**src/rtl/mgmt_pkg.sv**
```systemverilog
package mgmt_pkg;

    typedef enum logic [2:0] {
        FR_PRE,
        FR_START,
        FR_OP,
        FR_PHY,
        FR_REG,
        FR_TA1,
        FR_TA2,
        FR_DATA
    } frame_state_t;

    typedef enum logic {
        RS_BUSY,
        RS_READY
    } rst_state_t;

    localparam logic [1:0] OP_READ  = 2'b10;
    localparam logic [1:0] OP_WRITE = 2'b01;

endpackage

```
**src/rtl/mgmt_frame_fsm.sv**
```systemverilog
module mgmt_frame_fsm
    import mgmt_pkg::*;
#(
    parameter int PHY_W   = 5,
    parameter int REG_W   = 5,
    parameter int DATA_W  = 16,
    parameter int PRE_LEN = 32
) (
    input  logic              clk,
    input  logic              rst_n,
    input  logic [PHY_W-1:0]  strap_phy,
    input  logic              mdio_in,
    output logic              mdio_out,
    output logic              mdio_oe,
    output logic [REG_W-1:0]  rd_addr,
    input  logic [DATA_W-1:0] rd_data,
    output logic              wr_en,
    output logic [REG_W-1:0]  wr_addr,
    output logic [DATA_W-1:0] wr_data
);

    localparam int PRE_CW = $clog2(PRE_LEN + 1);
    localparam int CNT_W  = $clog2(DATA_W + 1);
    localparam logic [PRE_CW-1:0] PRE_MAX  = PRE_CW'(PRE_LEN);
    localparam logic [CNT_W-1:0]  PHY_LAST = CNT_W'(PHY_W - 1);
    localparam logic [CNT_W-1:0]  REG_LAST = CNT_W'(REG_W - 1);
    localparam logic [CNT_W-1:0]  DAT_LAST = CNT_W'(DATA_W - 1);

    frame_state_t        state_q, state_d;
    logic [PRE_CW-1:0]   pre_q, pre_d;
    logic [CNT_W-1:0]    cnt_q, cnt_d;
    logic                rd_q, rd_d;
    logic                hit_q, hit_d;
    logic [PHY_W-1:0]    phy_q, phy_d;
    logic [REG_W-1:0]    reg_q, reg_d;
    logic [DATA_W-1:0]   sh_q, sh_d;

    // next-state logic
    always_comb begin
        state_d = state_q;
        pre_d   = pre_q;
        cnt_d   = cnt_q;
        rd_d    = rd_q;
        hit_d   = hit_q;
        phy_d   = phy_q;
        reg_d   = reg_q;
        sh_d    = sh_q;
        unique case (state_q)
            FR_PRE: begin
                if (mdio_in) begin
                    if (pre_q != PRE_MAX) pre_d = pre_q + 1'b1;
                end else begin
                    if (pre_q == PRE_MAX) state_d = FR_START;
                    pre_d = '0;
                end
            end
            FR_START: begin
                cnt_d   = '0;
                state_d = mdio_in ? FR_OP : FR_PRE;
            end
            FR_OP: begin
                sh_d  = {sh_q[DATA_W-2:0], mdio_in};
                cnt_d = cnt_q + 1'b1;
                if (cnt_q != '0) begin
                    cnt_d = '0;
                    if ({sh_q[0], mdio_in} == OP_READ) begin
                        rd_d    = 1'b1;
                        state_d = FR_PHY;
                    end else if ({sh_q[0], mdio_in} == OP_WRITE) begin
                        rd_d    = 1'b0;
                        state_d = FR_PHY;
                    end else begin
                        state_d = FR_PRE;
                    end
                end
            end
            FR_PHY: begin
                phy_d = {phy_q[PHY_W-2:0], mdio_in};
                cnt_d = cnt_q + 1'b1;
                if (cnt_q == PHY_LAST) begin
                    cnt_d   = '0;
                    state_d = FR_REG;
                end
            end
            FR_REG: begin
                reg_d = {reg_q[REG_W-2:0], mdio_in};
                cnt_d = cnt_q + 1'b1;
                if (cnt_q == REG_LAST) begin
                    cnt_d   = '0;
                    hit_d   = (phy_q == strap_phy) || (phy_q == '0);
                    state_d = FR_TA1;
                end
            end
            FR_TA1: state_d = FR_TA2;
            FR_TA2: begin
                sh_d    = rd_data;
                cnt_d   = '0;
                state_d = FR_DATA;
            end
            FR_DATA: begin
                sh_d  = {sh_q[DATA_W-2:0], mdio_in};
                cnt_d = cnt_q + 1'b1;
                if (cnt_q == DAT_LAST) begin
                    cnt_d   = '0;
                    pre_d   = '0;
                    state_d = FR_PRE;
                end
            end
            default: state_d = FR_PRE;
        endcase
    end

    // state register
    always_ff @(posedge clk or negedge rst_n) begin
        if (!rst_n) begin
            state_q <= FR_PRE;
            pre_q   <= '0;
            cnt_q   <= '0;
            rd_q    <= 1'b0;
            hit_q   <= 1'b0;
            phy_q   <= '0;
            reg_q   <= '0;
            sh_q    <= '0;
        end else begin
            state_q <= state_d;
            pre_q   <= pre_d;
            cnt_q   <= cnt_d;
            rd_q    <= rd_d;
            hit_q   <= hit_d;
            phy_q   <= phy_d;
            reg_q   <= reg_d;
            sh_q    <= sh_d;
        end
    end

    // outputs
    always_comb begin
        mdio_oe  = 1'b0;
        mdio_out = 1'b0;
        wr_en    = 1'b0;
        rd_addr  = reg_q;
        wr_addr  = reg_q;
        wr_data  = {sh_q[DATA_W-2:0], mdio_in};
        unique case (state_q)
            FR_TA2:  mdio_oe = rd_q && hit_q;
            FR_DATA: begin
                mdio_oe  = rd_q && hit_q;
                mdio_out = rd_q && hit_q && sh_q[DATA_W-1];
                wr_en    = !rd_q && hit_q && (cnt_q == DAT_LAST);
            end
            default: ;
        endcase
    end

    // the drive starts with a zero turnaround bit
    assert_ta_zero_R3: assert property (@(posedge clk) disable iff (!rst_n)
        $rose(mdio_oe) |-> !mdio_out);

    // data leaves MSB first, one bit per clock
    assert_msb_first_R3: assert property (@(posedge clk) disable iff (!rst_n)
        (state_q == FR_DATA && $past(state_q) == FR_DATA && mdio_oe)
        |-> mdio_out == $past(sh_q[DATA_W-2]));

endmodule

```
**src/rtl/mgmt_ctrl_regs.sv**
```systemverilog
module mgmt_ctrl_regs
    import mgmt_pkg::*;
#(
    parameter int REG_W      = 5,
    parameter int DATA_W     = 16,
    parameter int CTRL_ADDR  = 0,
    parameter int VEND_ADDR  = 16,
    parameter int RST_BIT    = 15,
    parameter int ISO_BIT    = 10,
    parameter int RST_CYCLES = 80
) (
    input  logic              clk,
    input  logic              rst_n,
    input  logic              strap_iso_def,
    input  logic              wr_en,
    input  logic [REG_W-1:0]  wr_addr,
    input  logic [DATA_W-1:0] wr_data,
    input  logic [REG_W-1:0]  rd_addr,
    output logic [DATA_W-1:0] rd_data,
    output logic [DATA_W-1:0] ctrl_q,
    output logic [DATA_W-1:0] vend_q,
    output logic              busy
);

    localparam int RC_W = $clog2(RST_CYCLES + 1);
    localparam logic [RC_W-1:0]  RC_LOAD = RC_W'(RST_CYCLES);
    localparam logic [REG_W-1:0] A_CTRL  = REG_W'(CTRL_ADDR);
    localparam logic [REG_W-1:0] A_VEND  = REG_W'(VEND_ADDR);

    rst_state_t       rs_q, rs_d;
    logic [RC_W-1:0]  rc_q, rc_d;
    logic [DATA_W-1:0] ctrl_d, vend_d, ctrl_def, rst_mask;

    always_comb begin
        ctrl_def          = '0;
        ctrl_def[ISO_BIT] = strap_iso_def;
        rst_mask          = '0;
        rst_mask[RST_BIT] = 1'b1;
    end

    // next-state logic
    always_comb begin
        rs_d   = rs_q;
        rc_d   = rc_q;
        ctrl_d = ctrl_q;
        vend_d = vend_q;
        unique case (rs_q)
            RS_BUSY: begin
                ctrl_d = ctrl_def;
                vend_d = '0;
                rc_d   = rc_q - 1'b1;
                if (rc_q <= RC_W'(1)) begin
                    rc_d = '0;
                    rs_d = RS_READY;
                end
            end
            RS_READY: begin
                if (wr_en && wr_addr == A_CTRL) begin
                    if (wr_data[RST_BIT]) begin
                        rs_d = RS_BUSY;
                        rc_d = RC_LOAD;
                    end else begin
                        ctrl_d = wr_data & ~rst_mask;
                    end
                end else if (wr_en && wr_addr == A_VEND) begin
                    vend_d = wr_data;
                end
            end
            default: rs_d = RS_BUSY;
        endcase
    end

    // state register
    always_ff @(posedge clk or negedge rst_n) begin
        if (!rst_n) begin
            rs_q   <= RS_BUSY;
            rc_q   <= RC_LOAD;
            ctrl_q <= '0;
            vend_q <= '0;
        end else begin
            rs_q   <= rs_d;
            rc_q   <= rc_d;
            ctrl_q <= ctrl_d;
            vend_q <= vend_d;
        end
    end

    // outputs
    always_comb begin
        busy = (rs_q == RS_BUSY);
        if (rd_addr == A_CTRL)      rd_data = ctrl_q | (busy ? rst_mask : '0);
        else if (rd_addr == A_VEND) rd_data = vend_q;
        else                        rd_data = '0;
    end

    // a reset-bit write starts the sequence on the next clock
    assert_soft_reset_R6: assert property (@(posedge clk) disable iff (!rst_n)
        (wr_en && wr_addr == A_CTRL && wr_data[RST_BIT] && !busy) |=> busy);

    // isolate default taken from the strap when the sequence ends
    assert_iso_default_R7: assert property (@(posedge clk) disable iff (!rst_n)
        $fell(busy) |-> ctrl_q[ISO_BIT] == $past(strap_iso_def));

    // writes elsewhere leave both registers alone
    assert_unimpl_write_R5: assert property (@(posedge clk) disable iff (!rst_n)
        (wr_en && !busy && wr_addr != A_CTRL && wr_addr != A_VEND)
        |=> $stable(ctrl_q) && $stable(vend_q));

endmodule

```
**src/rtl/mgmt_ctrl_slave.sv**
```systemverilog
module mgmt_ctrl_slave
    import mgmt_pkg::*;
#(
    parameter int PHY_W      = 5,
    parameter int REG_W      = 5,
    parameter int DATA_W     = 16,
    parameter int PRE_LEN    = 32,
    parameter int RST_CYCLES = 80,
    parameter int DOE_W      = 8,
    parameter int CTRL_ADDR  = 0,
    parameter int VEND_ADDR  = 16,
    parameter int RST_BIT    = 15,
    parameter int PDN_BIT    = 11,
    parameter int ISO_BIT    = 10,
    parameter int BYP_BIT    = 1
) (
    input  logic             mdc,
    input  logic             rst_n,
    input  logic [PHY_W-1:0] strap_phy,
    input  logic             strap_iso_def,
    input  logic             pin_pdown,
    input  logic             pin_iso,
    input  logic             pin_bypass,
    input  logic             mode_100,
    input  logic [DOE_W-1:0] data_oe_req,
    input  logic             mdio_in,
    output logic             mdio_out,
    output logic             mdio_oe,
    output logic             chip_reset,
    output logic             pdown,
    output logic             iso,
    output logic             bypass,
    output logic [DOE_W-1:0] data_oe
);

    logic [REG_W-1:0]  rd_addr, wr_addr;
    logic [DATA_W-1:0] rd_data, wr_data, ctrl_q, vend_q;
    logic              wr_en, busy;

    mgmt_frame_fsm #(
        .PHY_W(PHY_W), .REG_W(REG_W), .DATA_W(DATA_W), .PRE_LEN(PRE_LEN)
    ) u_frame (
        .clk(mdc), .rst_n(rst_n), .strap_phy(strap_phy),
        .mdio_in(mdio_in), .mdio_out(mdio_out), .mdio_oe(mdio_oe),
        .rd_addr(rd_addr), .rd_data(rd_data),
        .wr_en(wr_en), .wr_addr(wr_addr), .wr_data(wr_data)
    );

    mgmt_ctrl_regs #(
        .REG_W(REG_W), .DATA_W(DATA_W), .CTRL_ADDR(CTRL_ADDR),
        .VEND_ADDR(VEND_ADDR), .RST_BIT(RST_BIT), .ISO_BIT(ISO_BIT),
        .RST_CYCLES(RST_CYCLES)
    ) u_regs (
        .clk(mdc), .rst_n(rst_n), .strap_iso_def(strap_iso_def),
        .wr_en(wr_en), .wr_addr(wr_addr), .wr_data(wr_data),
        .rd_addr(rd_addr), .rd_data(rd_data),
        .ctrl_q(ctrl_q), .vend_q(vend_q), .busy(busy)
    );

    always_comb begin
        chip_reset = busy;
        pdown      = ctrl_q[PDN_BIT] | pin_pdown;
        iso        = ctrl_q[ISO_BIT] | pin_iso;
        bypass     = (vend_q[BYP_BIT] | pin_bypass) & mode_100;
    end

    for (genvar g = 0; g < DOE_W; g++) begin : g_doe
        assign data_oe[g] = data_oe_req[g] & ~iso;
    end

    assert_pin_pdown_R8: assert property (@(posedge mdc) disable iff (!rst_n)
        pin_pdown |-> pdown);

    assert_pin_iso_R9: assert property (@(posedge mdc) disable iff (!rst_n)
        pin_iso |-> iso);

    assert_iso_hiz_R9: assert property (@(posedge mdc) disable iff (!rst_n)
        iso |-> data_oe == '0);

    assert_bypass_gate_R10: assert property (@(posedge mdc) disable iff (!rst_n)
        !mode_100 |-> !bypass);

endmodule

```
**config.mk**
```make
export PLATFORM = sky130hd
export DESIGN_NAME = mgmt_ctrl_slave
export DESIGN_NICKNAME = d
export VERILOG_FILES = /design/src/rtl/mgmt_pkg.sv /design/src/rtl/mgmt_frame_fsm.sv /design/src/rtl/mgmt_ctrl_regs.sv /design/src/rtl/mgmt_ctrl_slave.sv
export SDC_FILE = /design/constraint.sdc
export NUM_CORES = 1
export LEC_CHECK = 0
export CAP_MARGIN = 20
export CORE_AREA = 2 2 96 98
export DETAILED_ROUTE_END_ITERATION = 8
export DIE_AREA = 0 0 98 100
export PLACE_DENSITY = 0.76
export SLEW_MARGIN = 25
export SYNTH_ARGS = -nofsm -noshare
export SYNTH_HDL_FRONTEND = slang
export SYNTH_HIERARCHICAL = 1
export SYNTH_SLANG_ARGS = --single-unit
```
**constraint.sdc**
```tcl
create_clock -name mdc -period 3.2 [get_ports mdc]
set_input_delay 0.48 -clock mdc [delete_from_list [all_inputs] [get_ports mdc]]
set_output_delay 0.48 -clock mdc [all_outputs]
set_load 0.01 [all_outputs]
```
### Yosys cells after proc, flatten, opt, wreduce, memory -nomap -nowiden

Cells that the tools add are included.

* word-level logic and storage cells: 126
* output and inout bits: 14
* bits in registers: 82
* input port bits: 21

* equality and inequality tests: 27
* reduce and logical (&&, ||, !) cells: 27
* muxes and demuxes: 41
* order comparisons: 1
* add/sub/neg operators: 3
* bitwise gates (word level): 15

Operator list (count)
* two-way mux 16 bit: 7
* case mux 16 bit (2 select lines): 3
* case mux 3 bit (8 select lines): 1
* two-way mux 3 bit: 7
* two-way mux 7 bit: 3
* case mux 5 bit (4 select lines): 1
* two-way mux 6 bit: 3
* OR 16 bit: 1
* two-way mux 5 bit: 3
* case mux 7 bit (2 select lines): 1
* equality test 3 bit (second input constant): 4
* inequality test 2 bit (second input constant): 6
* case mux 6 bit (2 select lines): 1
* zero test 5 bit: 2
* inequality test 2 x 1 -> 1 bit (second input constant): 5
* AND 1 bit: 9
* two-way mux 1 bit: 8
* AND reduction 2 bit: 4
* OR reduction 2 bit: 4
* <= comparator 7 x 1 -> 1 bit (second input constant): 1
* subtractor 7 x 1 -> 7 bit (second input constant): 1
* adder 6 x 1 -> 6 bit (second input constant): 1
* equality test 3 x 2 -> 1 bit (second input constant): 2
* equality test 6 bit (second input constant): 1
* 23 further kinds: 35

### Depth between registers and ports, before layout

Gate-level depths: netlist (run 1).

* depth in word-level cells: 8
* depth in mapped cells: 12
* mapped depth without buffers: 10

### Modules after synthesis

Netlist (run 1), hierarchy kept.

Modules (own cells, without submodules)
* mgmt_frame_fsm: instances 1, seq. area each 1051.0 µm², area each 2636.3 µm², cells each 286
* mgmt_ctrl_regs: instances 1, seq. area each 978.4 µm², area each 1960.6 µm², cells each 190
* mgmt_ctrl_slave: instances 1, seq. area each 0.0 µm², area each 102.6 µm², cells each 13

### Worst setup path before layout (run 1)

No wires, ideal clock.

* kind: register -> register
* from: reg u_frame.cnt_q[1]
* to: reg u_regs.ctrl_q[0]
* setup slack: 0.982 ns
* library setup time: 0.136 ns
* data required time: 3.064 ns
* stages on the path, launching flop included: 13
* buffers on the path: 2
* data arrival time: 2.082 ns
* clock period less this slack: 2.218 ns
* cell sequence: dfrtp_1 > ha_1 > nand3_1 > inv_1 > ha_1 > nand4_1 > nor3b_1 > nor4b_2 > nand3b_1 > buf_2 > buf_4 > mux2i_1 > nor2_1

* word-level cells in the longest chain between the ends: 6

RTL lines
* start: declaration: line mgmt_frame_fsm.sv:31 `logic [CNT_W-1:0] cnt_q, cnt_d;`
* start signal: assignment: line mgmt_frame_fsm.sv:127 `cnt_q <= cnt_d;`
* equality test 5 x 4 -> 1 bit: line mgmt_frame_fsm.sv:149 `wr_en = !rd_q && hit_q && (cnt_q == DAT_LAST);`
* logical AND 1 bit: line mgmt_frame_fsm.sv:149
* two-way mux 1 bit: line mgmt_frame_fsm.sv:144 `unique case (state_q)`
* via wr_en: line mgmt_ctrl_slave.sv:38 `logic wr_en, busy;`
* logical AND 1 bit: line mgmt_ctrl_regs.sv:58 `if (wr_en && wr_addr == A_CTRL) begin`
* inequality test 2 bit (no line)
* AND reduction 2 bit (no line)
* end signal: assignment: line mgmt_ctrl_regs.sv:83 `ctrl_q <= ctrl_d;`
* end: declaration: line mgmt_ctrl_regs.sv:20 `output logic [DATA_W-1:0] ctrl_q,`

The timed path passes the listed nets, and every way through them passes these cells.
A chain may end at the register's enable or synchronous reset.

### Final worst setup path (run 1)

* from: reg u_frame.state_q[2]
* to: out mdio_out

* word-level cells in the longest chain between the ends: 2

RTL lines
* start: declaration: line mgmt_frame_fsm.sv:29 `frame_state_t state_q, state_d;`
* start signal: assignment: line mgmt_frame_fsm.sv:125 `state_q <= state_d;`
* equality test 3 bit: line mgmt_frame_fsm.sv:144
* two-way mux 1 bit: line mgmt_frame_fsm.sv:144
* end: declaration: line mgmt_ctrl_slave.sv:27 `output logic mdio_out,`

Every way passes these cells.

==> metrics.md, run 1 <==
| Metric | Value |
|---|---|
| CP Max Fanout | `14` |
| Antenna Cells | `0` |
| Slowest cell on the critical path | `dfrtp_1` |
| Final Hold Fails | `0` |
| Initial antenna violation count | `0` |
| Drt wl/cell | `15.68 um` |
| Largest net degree at the start of global routing | `82` |
| DRC Markers | `0` |
| Post-route ant nets | `0` |
| CTS-repair resized insts | `0` |
| Worst-Skew Late Latency | `0.35 ns` |
| Tcrit/Tclk final | `80.66%` |
| Area growth from synthesis to layout | `10.76%` |
| GRT overflow | `0` |
| Hold_buf cts | `0` |
| Final setup violation count | `0` |
| Vias per inst | `5.773` |
| Worst Setup Start Kind | `register` |
| Share of post-route cells with drive strength above 1 | `10.89%` |
| Total CTS buffers | `9` |
| Kind of critical path | `reg -> out` |
| Std-Cell Rows | `35` |
| First-pass DRT Iterations | `4` |
| Vias in the first global route | `3476` |
| CP Cell Sequence | `nand3_1, nor2_1, clkdlybuf4s50_1` |
| VDD IR-drop max | `0.1944 mV` |
| Yosys warning count | `6` |
| Max Fclk | `0.3874 GHz` |
| Clk_skew | `0.01207 ns` |
| Die W | `98 um` |
| Worst r2r path cells | `11` |
| Die height | `100 um` |
| M2 GR Usage | `34.93%` |
| Critical R2R Launch | `u_frame/cnt_q[1]` |
| Slew Limit Fails | `0` |
| Number of I/O port buffers | `34` |
| CTS Sinks | `81` |
| CP endpoint kind | `output pin` |
| Vias | `3504` |
| Core ar. | `8890 um^2` |
| Final hold slack | `0.1534 ns` |
| R2R Setup Slk | `0.63 ns` |
| Critical Path AT | `2.10 ns` |
| WP data required | `2.72 ns` |
| Slew headroom | `51.11%` |
| TritonCTS clock tree | `yes` |
| Final instance area | `5192 um^2` |
| # IOs | `35` |
| Placed Area | `4935 um^2` |
| Clock buffer depth | `2` |
| Min cycle time layout | `2.581 ns` |
| Status | `finished, final reports clean` |
| Synth Cell Area | `4688 um^2` |
| P_leak | `2.444 nW` |
| Nets | `521` |
| Global-route wire length before repair | `16170 um` |
| Crit path largest cell delay | `0.66 ns` |
| R2R Path End | `u_regs/ctrl_q[10]` |
| RSZ-0062 raised after global routing | `false` |
| Syn Nets | `517` |
| Initial Utilization | `52.74%` |
| Max_cap viols | `0` |
| Total negative slack | `0 ns` |
| Htree depth | `3` |
| Routing usage on met1 | `25.99%` |
| WL final | `9518 um` |
| Placer Congestion | `0.8606` |
| FF+latch area | `2031 um^2` |
| Global route hottest layer | `met2` |
| Overall Power | `2.164 mW` |
| Worst Hold Class | `in -> async` |
| DR iter-0 viols | `191` |
| Clock slew at reported path FFs | `0.08 ns` |
| Root buffer cell | `clkbuf_8` |
| Worst slew pin tran | `0.7334 ns` |
| Dpl hpwl | `6084 um` |
| Syn Inst Count | `487` |
| Die area | `9800 um^2` |
| Multi-input gate area | `2303 um^2` |
| Pwr Density | `416.7 nW/um^2` |
| Syn avg cell area | `9.627 um^2` |
| Fillers | `769` |
| GRT Util Overall | `20.14%` |
| Post-CTS Repair Setup Buffers | `0` |
| Grt met3 use | `4.109%` |
-- per-stage QoR --
stage               worst slack, ns  cells  util [%]
detailed placement           0.6940    591     55.51
global route                 0.3114    607     58.41
global placement             0.8074    591     55.51
finish                       0.6187    607     58.41
floorplan                    0.9819    487         -
CTS                          0.6391    607     58.37
-- cell type report --
type | count | area share [%]
Multi-Input combinational cell | 342 | 44.36
Sequential cell | 81 | 39.11
Timing Repair Buffer | 44 | 8.024
Clock buffer | 12 | 2.988
Tap cell | 111 | 2.675
Clock inverter | 4 | 1.904
Inverter | 13 | 0.9398
-- layer usage --
layer  share of wire [%]  routed length [um]
met2                  50                4783
met3                 4.5                 432
met4                0.84                  80
met5                   0                   0
met1                  44                4220
-- report_power, final --
part | total, mW | internal (mW) | switching, mW
Sequential | 1.09 | 1.05 | 0.0359
Clock | 0.934 | 0.565 | 0.369
Combinational | 0.143 | 0.0741 | 0.0694
Total | 2.16 | 1.69 | 0.474
-- how the worst max path moves through the flow --
stage	endpoint	slack [ns]	depth (start not counted)	from
after floorplan	u_regs/ctrl_q[0]	0.98	12	u_frame/cnt_q[1]
after global placement	data_oe[0]	0.81	3	pin_iso
after detailed placement	u_regs/ctrl_q[10]	0.69	11	u_frame/cnt_q[1]
after CTS	mdio_out	0.64	3	u_frame/state_q[2]
after global routing	u_regs/vend_q[10]	0.31	11	u_frame/cnt_q[1]
final	mdio_out	0.62	3	u_frame/state_q[2]
-- cells in the final DEF, fill, tap and decap left out, types with 4 or more instances in the layout --
cell type,instances
nand2_1,28
clkbuf_8,11
mux2i_1,64
nor3b_1,11
ha_1,9
nand3_1,15
dfrtp_1,78
mux2_2,12
nand4_1,5
clkdlybuf4s50_1,33
buf_4,10
nor2_1,81
xor2_1,4
o21ai_0,12
o31ai_1,16
inv_1,13
a21oi_1,29
a31oi_1,4
-- critical path, delay by kind of cell, from the launching register on --
kind | cells | cell delay, ns
flip-flops | 1 | 0.66
AND/OR/NAND/NOR | 2 | 0.55
buffers and inverters | 1 | 0.56
-- registers in the layout, summed over array words and instances, names as in the netlist, 3 cells and up --
register	count
u_frame/pre_q	6
u_frame/rd_addr	5
u_regs/vend_q	16
u_frame/cnt_q	5
u_frame/phy_q	5
u_regs/ctrl_q	15
u_regs/rc_q	7
u_frame/state_q	3
u_frame/sh_q	16
Power figures use the tool's default switching activity.
==> inputs of run 2 (changes only) <==
==> constraint.sdc (replaced) <==
create_clock -name mdc -period 2.5 [get_ports mdc]
set_input_delay 0.375 -clock mdc [delete_from_list [all_inputs] [get_ports mdc]]
set_output_delay 0.375 -clock mdc [all_outputs]
set_load 0.01 [all_outputs]
==> metrics.md, run 2 (same netlist as run 1, synthesis figures left out) <==
| Metric | Value |
|---|---|
| Status | `finished, violations left` |
| Failing checks | `hold timing` |
| CP endpoint kind | `register` |
| Post-route ant nets | `0 (unchanged)` |
| DR iter-0 viols | `231 (+21%)` |
| Final setup violation count | `0 (unchanged)` |
| Dpl hpwl | `6415 um (+5.4%)` |
| Std-Cell Rows | `35 (unchanged)` |
| Max_cap viols | `0 (unchanged)` |
| Critical Path AT | `2.59 ns (+0.49 ns)` |
| P_leak | `2.484 nW (+1.6%)` |
| Tcrit/Tclk final | `94.12%` |
| Final Util | `59.56% (+1.2 points)` |
| Min cycle time layout | `2.353 ns` |
| Placer Congestion | `0.7907 (-8.1%)` |
| Hold_buf cts | `0 (unchanged)` |
| Area growth from synthesis to layout | `12.94%` |
| Bufs and invs on worst path | `2 (+1)` |
| Worst-Skew Late Latency | `0.35 ns (about the same)` |
| WP depth | `11 (+8)` |
| R2R Path End | `u_regs/vend_q[8]` |
| Crit path largest cell delay | `0.41 ns (-0.25 ns)` |
| Worst slew pin tran | `0.6592 ns (-0.07415 ns)` |
| Crit. Startpoint | `u_frame/cnt_q[1]` |
| Final Hold Fails | `8 (+8)` |
| Largest net degree at the start of global routing | `40 (-51%)` |
| Antenna Cells | `0 (unchanged)` |
| WP data required | `2.74 ns (+0.02 ns)` |
| First-pass DRT Iterations | `4 (unchanged)` |
| Slew headroom | `56.05% (+4.9 points)` |
| Die height | `100 um (unchanged)` |
| Worst Hold Class | `in -> async` |
| Met2 WL post-DR | `5040 um (+5.4%)` |
| Clk_skew | `0.009063 ns (-0.003007 ns)` |
| Top sig layer | `met4` |
| Initial Utilization | `52.74% (unchanged)` |
| VDD IR-drop max | `0.3094 mV (+59%)` |
| Drt wl/cell | `16.10 um (+2.7%)` |
| RSZ-0062 raised after global routing | `false` |
| GRT overflow | `0 (unchanged)` |
| Die area | `9800 um^2 (unchanged)` |
| Worst Setup Start Kind | `register` |
| WL final | `9983 um (+4.9%)` |
| Initial antenna violation count | `0 (unchanged)` |
| Placed Cells | `598 (+1.2%)` |
| Clock slew at reported path FFs | `0.08 ns (about the same)` |
| Total CTS buffers | `9 (unchanged)` |
| Critical R2R Launch | `u_frame/cnt_q[1]` |
| Clock buffer depth | `2 (unchanged)` |
| Slowest cell on the critical path | `dfrtp_1` |
| CP Max Fanout | `4 (-10)` |
| Vias in the first global route | `3500 (+0.69%)` |
| GRT Util Overall | `21.52% (+1.4 points)` |
| Largest delay share family, worst path | `simple AND/OR/NAND/NOR gates` |
| Share of post-route cells with drive strength above 1 | `14.15% (+3.3 points)` |
| Wire length on met3 | `407 um (-5.8%)` |
| WL met1 | `4431 um (+5.0%)` |
| Global-route wire length before repair | `16960 um (+4.9%)` |
| CTS Sinks | `81 (unchanged)` |
| # IOs | `35 (unchanged)` |
| Biggest registers after layout | `u_frame/sh_q x16, u_regs/vend_q x16, u_regs/ctrl_q x15` |
| Htree depth | `3 (unchanged)` |
| Root buffer cell | `clkbuf_8` |
| DRC Markers | `0 (unchanged)` |
| Pwr Density | `485.0 nW/um^2 (+16%)` |
| Overall Power | `2.568 mW (+19%)` |
| Total negative slack | `0 ns (unchanged)` |
| Commonest non-fill, non-tap cell in the layout | `nor2_1` |
| Worst r2r path cells | `11 (unchanged)` |
| Number of I/O port buffers | `34 (unchanged)` |
| CP Cell Sequence | `ha_4, nand3_4, inv_2, ha_4, nand4_1, nor3b_2, nor4b_4, nand3b_1, buf_2, mux2i_1, nor2_1` |
| Final hold slack | `-0.01451 ns (-0.1679 ns)` |
| Vias | `3561 (+1.6%)` |
| Worst Setup EP | `u_regs/vend_q[8]` |
| Vias per inst | `5.744 (-0.50%)` |
| TritonCTS clock tree | `yes` |
| Most used cell, CP | `ha_4` |
| Slew Limit Fails | `0 (unchanged)` |
| Fillers | `757 (-1.6%)` |
| R2R Setup Slk | `0.15 ns (-0.48 ns)` |
| Commonest non-fill, non-tap cells in the layout | `81 x nor2_1, 78 x dfrtp_1, 64 x mux2i_1` |
| Kind of critical path | `reg -> reg` |
| Core ar. | `8890 um^2 (unchanged)` |
| Die W | `98 um (unchanged)` |
| Max Fclk | `0.4250 GHz` |
| Post-Layout Cell Count | `620 (+2.1%)` |
| Nets | `534 (+2.5%)` |
[run 2: cell types whose count changed in the layout (fill, tap and decap cells not counted), sizes merged]
cell      previous run  this run
inv                 14        13
clkinv               0         2
bufinv               3         1
buf                 11        24
clkinvlp             0         1
[run 2: metal layers]
layer / GRT usage, % / vias to the layer above
li1: - / 1712
met1: 27.80 / 1770
met2: 36.62 / 72
met3: 3.760 / 7
met4: 7.906 / 0
met5: 0 / -
[run 2: cell type report]
type,instances,area [um^2],area share (%)
clock buffer,12,155.1,2.930
clock inverter,4,51.30,0.9688
inverter,13,48.80,0.9215
multi-input combinational,342,2355,44.47
sequential,81,2031,38.35
tap,111,138.9,2.623
timing repair buffer,57,515.5,9.735
[run 2: through the flow]
stage / setup slack (ns) / instance area [um^2]
after global placement: 0.1964 / 4987
final: 0.1469 / 5295
after CTS: 0.07317 / 5194
after global routing: 0.02142 / 5295
after detailed placement: 0.1061 / 4987
after floorplan: 0.2819 / 4688
[run 2: worst min-delay path by stage]
stage | slack (ns) | end | depth (start not counted)
floorplan | 0.08 | u_frame/cnt_q[0] | 0
global placement | 0.38 | u_regs/rc_q[0] | 1
detailed placement | 0.39 | u_regs/rc_q[0] | 1
CTS | 0.003 | u_regs/rc_q[0] | 1
global route | 0.02 | u_regs/rc_q[1] | 1
finish | -0.01 | u_regs/rc_q[1] | 1
[run 2: where the power goes]
part	internal [mW]	switching, mW
Sequential	1.34	0.0498
Clock	0.517	0.474
Combinational	0.0964	0.0866
Total	1.96	0.611
[run 2: timing repair]
item	4_1_cts	5_1_grt
setup buffers	0	5
setup endpoints to repair	0	37
gates resized for setup	0	11
==> inputs of run 3 (changes only) <==
--- a/config.mk
+++ b/config.mk
@@ -7,8 +7,10 @@
 export LEC_CHECK = 0
 export CAP_MARGIN = 20
 export CORE_AREA = 2 2 96 98
+export CTS_BUF_LIST = sky130_fd_sc_hd__clkbuf_8
 export DETAILED_ROUTE_END_ITERATION = 8
 export DIE_AREA = 0 0 98 100
+export MAX_ROUTING_LAYER = met4
 export PLACE_DENSITY = 0.76
 export SLEW_MARGIN = 25
 export SYNTH_ARGS = -nofsm -noshare
==> metrics.md, run 3 (same netlist as run 1, synthesis figures left out) <==
| Metric | Value |
|---|---|
| Final Hold Fails | `18 (+10)` |
| Global-route wire length before repair | `16970 um (about the same)` |
| Tcrit/Tclk final | `93.90% (-0.22 points)` |
| Min cycle time layout | `2.348 ns (-0.005479 ns)` |
| Slew Limit Fails | `0 (unchanged)` |
| Die area | `9800 um^2 (unchanged)` |
| Internal | `1.954 mW (-0.21%)` |
| Worst-Skew Late Latency | `0.36 ns (about the same)` |
| Initial antenna violation count | `0 (unchanged)` |
| Dpl hpwl | `6415 um (unchanged)` |
| Area growth from synthesis to layout | `12.94% (unchanged)` |
| Max Fclk | `0.4260 GHz (+0.23%)` |
| Hold_buf cts | `0 (unchanged)` |
| WL final | `9939 um (-0.44%)` |
| Sequential Power Share | `54.3% (about the same)` |
| Placer Congestion | `0.8019 (+1.4%)` |
| Pre-CTS setup slack | `0.1061 ns (unchanged)` |
| Top sig layer | `met4` |
| Clk_skew | `0.01026 ns (+0.001200 ns)` |
| Overall Power | `2.566 mW (about the same)` |
| Largest net degree at the start of global routing | `40 (unchanged)` |
| WP data required | `2.75 ns (about the same)` |
| Status | `finished, violations left` |
| Switch share | `23.87% (+0.10 points)` |
| R2R Setup Slk | `0.15 ns (about the same)` |
| Final worst slack | `0.1524 ns (+0.005479 ns)` |
| R2R Path End | `u_regs/vend_q[8]` |
| Kind of critical path | `reg -> reg` |
| Post-route ant nets | `0 (unchanged)` |
| Final instance area | `5295 um^2 (unchanged)` |
| GRT overflow | `0 (unchanged)` |
| Antenna Cells | `0 (unchanged)` |
| DR iter-0 viols | `209 (-9.5%)` |
| Core ar. | `8890 um^2 (unchanged)` |
| Wire length on met3 | `340 um (-16%)` |
| RSZ-0062 raised after global routing | `false` |
| Final setup violation count | `0 (unchanged)` |
| Vias | `3573 (+0.34%)` |
| Placed Area | `4987 um^2 (unchanged)` |
| Biggest registers after layout | `u_frame/sh_q x16, u_regs/vend_q x16, u_regs/ctrl_q x15` |
| Fillers | `757 (unchanged)` |
| Number of I/O port buffers | `34 (unchanged)` |
| Std-Cell Rows | `35 (unchanged)` |
| Pwr Density | `484.7 nW/um^2 (about the same)` |
| Crit path largest cell delay | `0.41 ns (about the same)` |
| Htree depth | `3 (unchanged)` |
| Initial Utilization | `52.74% (unchanged)` |
| Worst Setup Start Kind | `register` |
| CP Cell Sequence | `ha_4, nand3_4, inv_2, ha_4, nand4_1, nor3b_2, nor4b_4, nand3b_1, buf_2, mux2i_1, nor2_1` |
| Vias in the first global route | `3491 (-0.26%)` |
| CP Max Fanout | `4 (unchanged)` |
| Met2 WL post-DR | `4902 um (-2.7%)` |
| TritonCTS clock tree | `yes` |
| Share of post-route cells with drive strength above 1 | `14.15% (unchanged)` |
| Most used cell, CP | `ha_4` |
| DRC Markers | `0 (unchanged)` |
| Slew headroom | `55.62% (-0.44 points)` |
| CTS Sinks | `81 (unchanged)` |
| First-pass DRT Iterations | `5 (+1)` |
| Commonest non-fill, non-tap cells in the layout | `81 x nor2_1, 78 x dfrtp_1, 64 x mux2i_1` |
| P_leak | `2.488 nW (+0.17%)` |
| Max_cap viols | `0 (unchanged)` |
| GRT Util Overall | `22.11% (+0.59 points)` |
| Vias per inst | `5.763 (+0.34%)` |
| Root buffer cell | `clkbuf_8` |
| Clock power frac | `38.5% (about the same)` |
| Critical Path AT | `2.59 ns (about the same)` |
| Logic gate share of total power | `7.1% (about the same)` |
| CP endpoint kind | `register` |
| Worst r2r path cells | `11 (unchanged)` |
| Failing checks | `hold timing` |
| Die height | `100 um (unchanged)` |
| VDD IR-drop max | `0.3101 mV (+0.25%)` |
| Clock buffer depth | `2 (unchanged)` |
| Total CTS buffers | `9 (unchanged)` |
| Net Switching | `612.7 uW (+0.35%)` |
| Nets | `534 (unchanged)` |
| # IOs | `35 (unchanged)` |
| Worst Hold Class | `in -> async` |
| Critical R2R Launch | `u_frame/cnt_q[1]` |
| Final hold slack | `-0.01662 ns (-0.002114 ns)` |
| Die W | `98 um (unchanged)` |
| Drt wl/cell | `16.03 um (-0.44%)` |
| WL met1 | `4483 um (+1.2%)` |
| Clock slew at reported path FFs | `0.08 ns (about the same)` |
| Slowest cell on the critical path | `dfrtp_1` |
| Total negative slack | `0 ns (unchanged)` |
| Worst slew pin tran | `0.6657 ns (+0.006548 ns)` |
| Commonest non-fill, non-tap cell in the layout | `nor2_1` |
## run 3: power groups by stage
stage          logic (mW)  registers, mW  clock network, mW
2_1_floorplan       0.128           1.40                  0
3_3_place_gp        0.181           1.42                  0
3_5_place_dp        0.186           1.42                  0
4_1_cts             0.186           1.39               1.01
5_1_grt             0.206           1.40               1.07
6_report            0.183           1.39              0.989
## run 3: through the flow
stage                     cells  util [%]
final                       620     59.56
after floorplan             487         -
after global placement      598     56.10
after global routing        620     59.56
after detailed placement    598     56.10
after CTS                   614     58.42
## run 3: how the worst max path moves through the flow
stage                                start                end  slack [ns]  cells after the start
after floorplan           u_frame/cnt_q[1]   u_regs/ctrl_q[0]        0.28                     12
after global placement    u_frame/cnt_q[1]  u_regs/vend_q[12]        0.20                     11
after detailed placement  u_frame/cnt_q[1]   u_regs/vend_q[0]        0.11                     11
after CTS                 u_frame/cnt_q[1]   u_regs/vend_q[0]        0.07                     11
after global routing      u_frame/cnt_q[1]   u_regs/vend_q[2]        0.02                     11
final                     u_frame/cnt_q[1]   u_regs/vend_q[8]        0.15                     11
## run 3: layout make-up
class | instances | area [um^2] | area share, %
Inverter | 13 | 48.80 | 0.9215
Sequential cell | 81 | 2031 | 38.35
Tap cell | 111 | 138.9 | 2.623
Clock inverter | 5 | 55.05 | 1.040
Timing Repair Buffer | 57 | 515.5 | 9.735
Multi-Input combinational cell | 342 | 2355 | 44.47
Clock buffer | 11 | 151.4 | 2.859
## run 3: timing repair
action,in CTS,in global routing
endpoints found under the setup margin,0,37
resized for setup,0,11
setup buffers,0,5
## run 3: metal layers
layer,track usage (%),vias to the layer above
met2,36.62,85
met3,2.716,16
met1,27.89,1759
li1,-,1713
met4,8.868,0
met5,-,-
## run 3: critical path: cells and delay by family, from the launching register on
| family | cells | cell delay (ns) |
|---|---|---|
| AND/OR/NAND/NOR | 6 | 1.02 |
| adder cells (fa/ha/maj) | 2 | 0.31 |
| flip-flops | 1 | 0.41 |
| buffers and inverters | 2 | 0.32 |
| multiplexers | 1 | 0.16 |
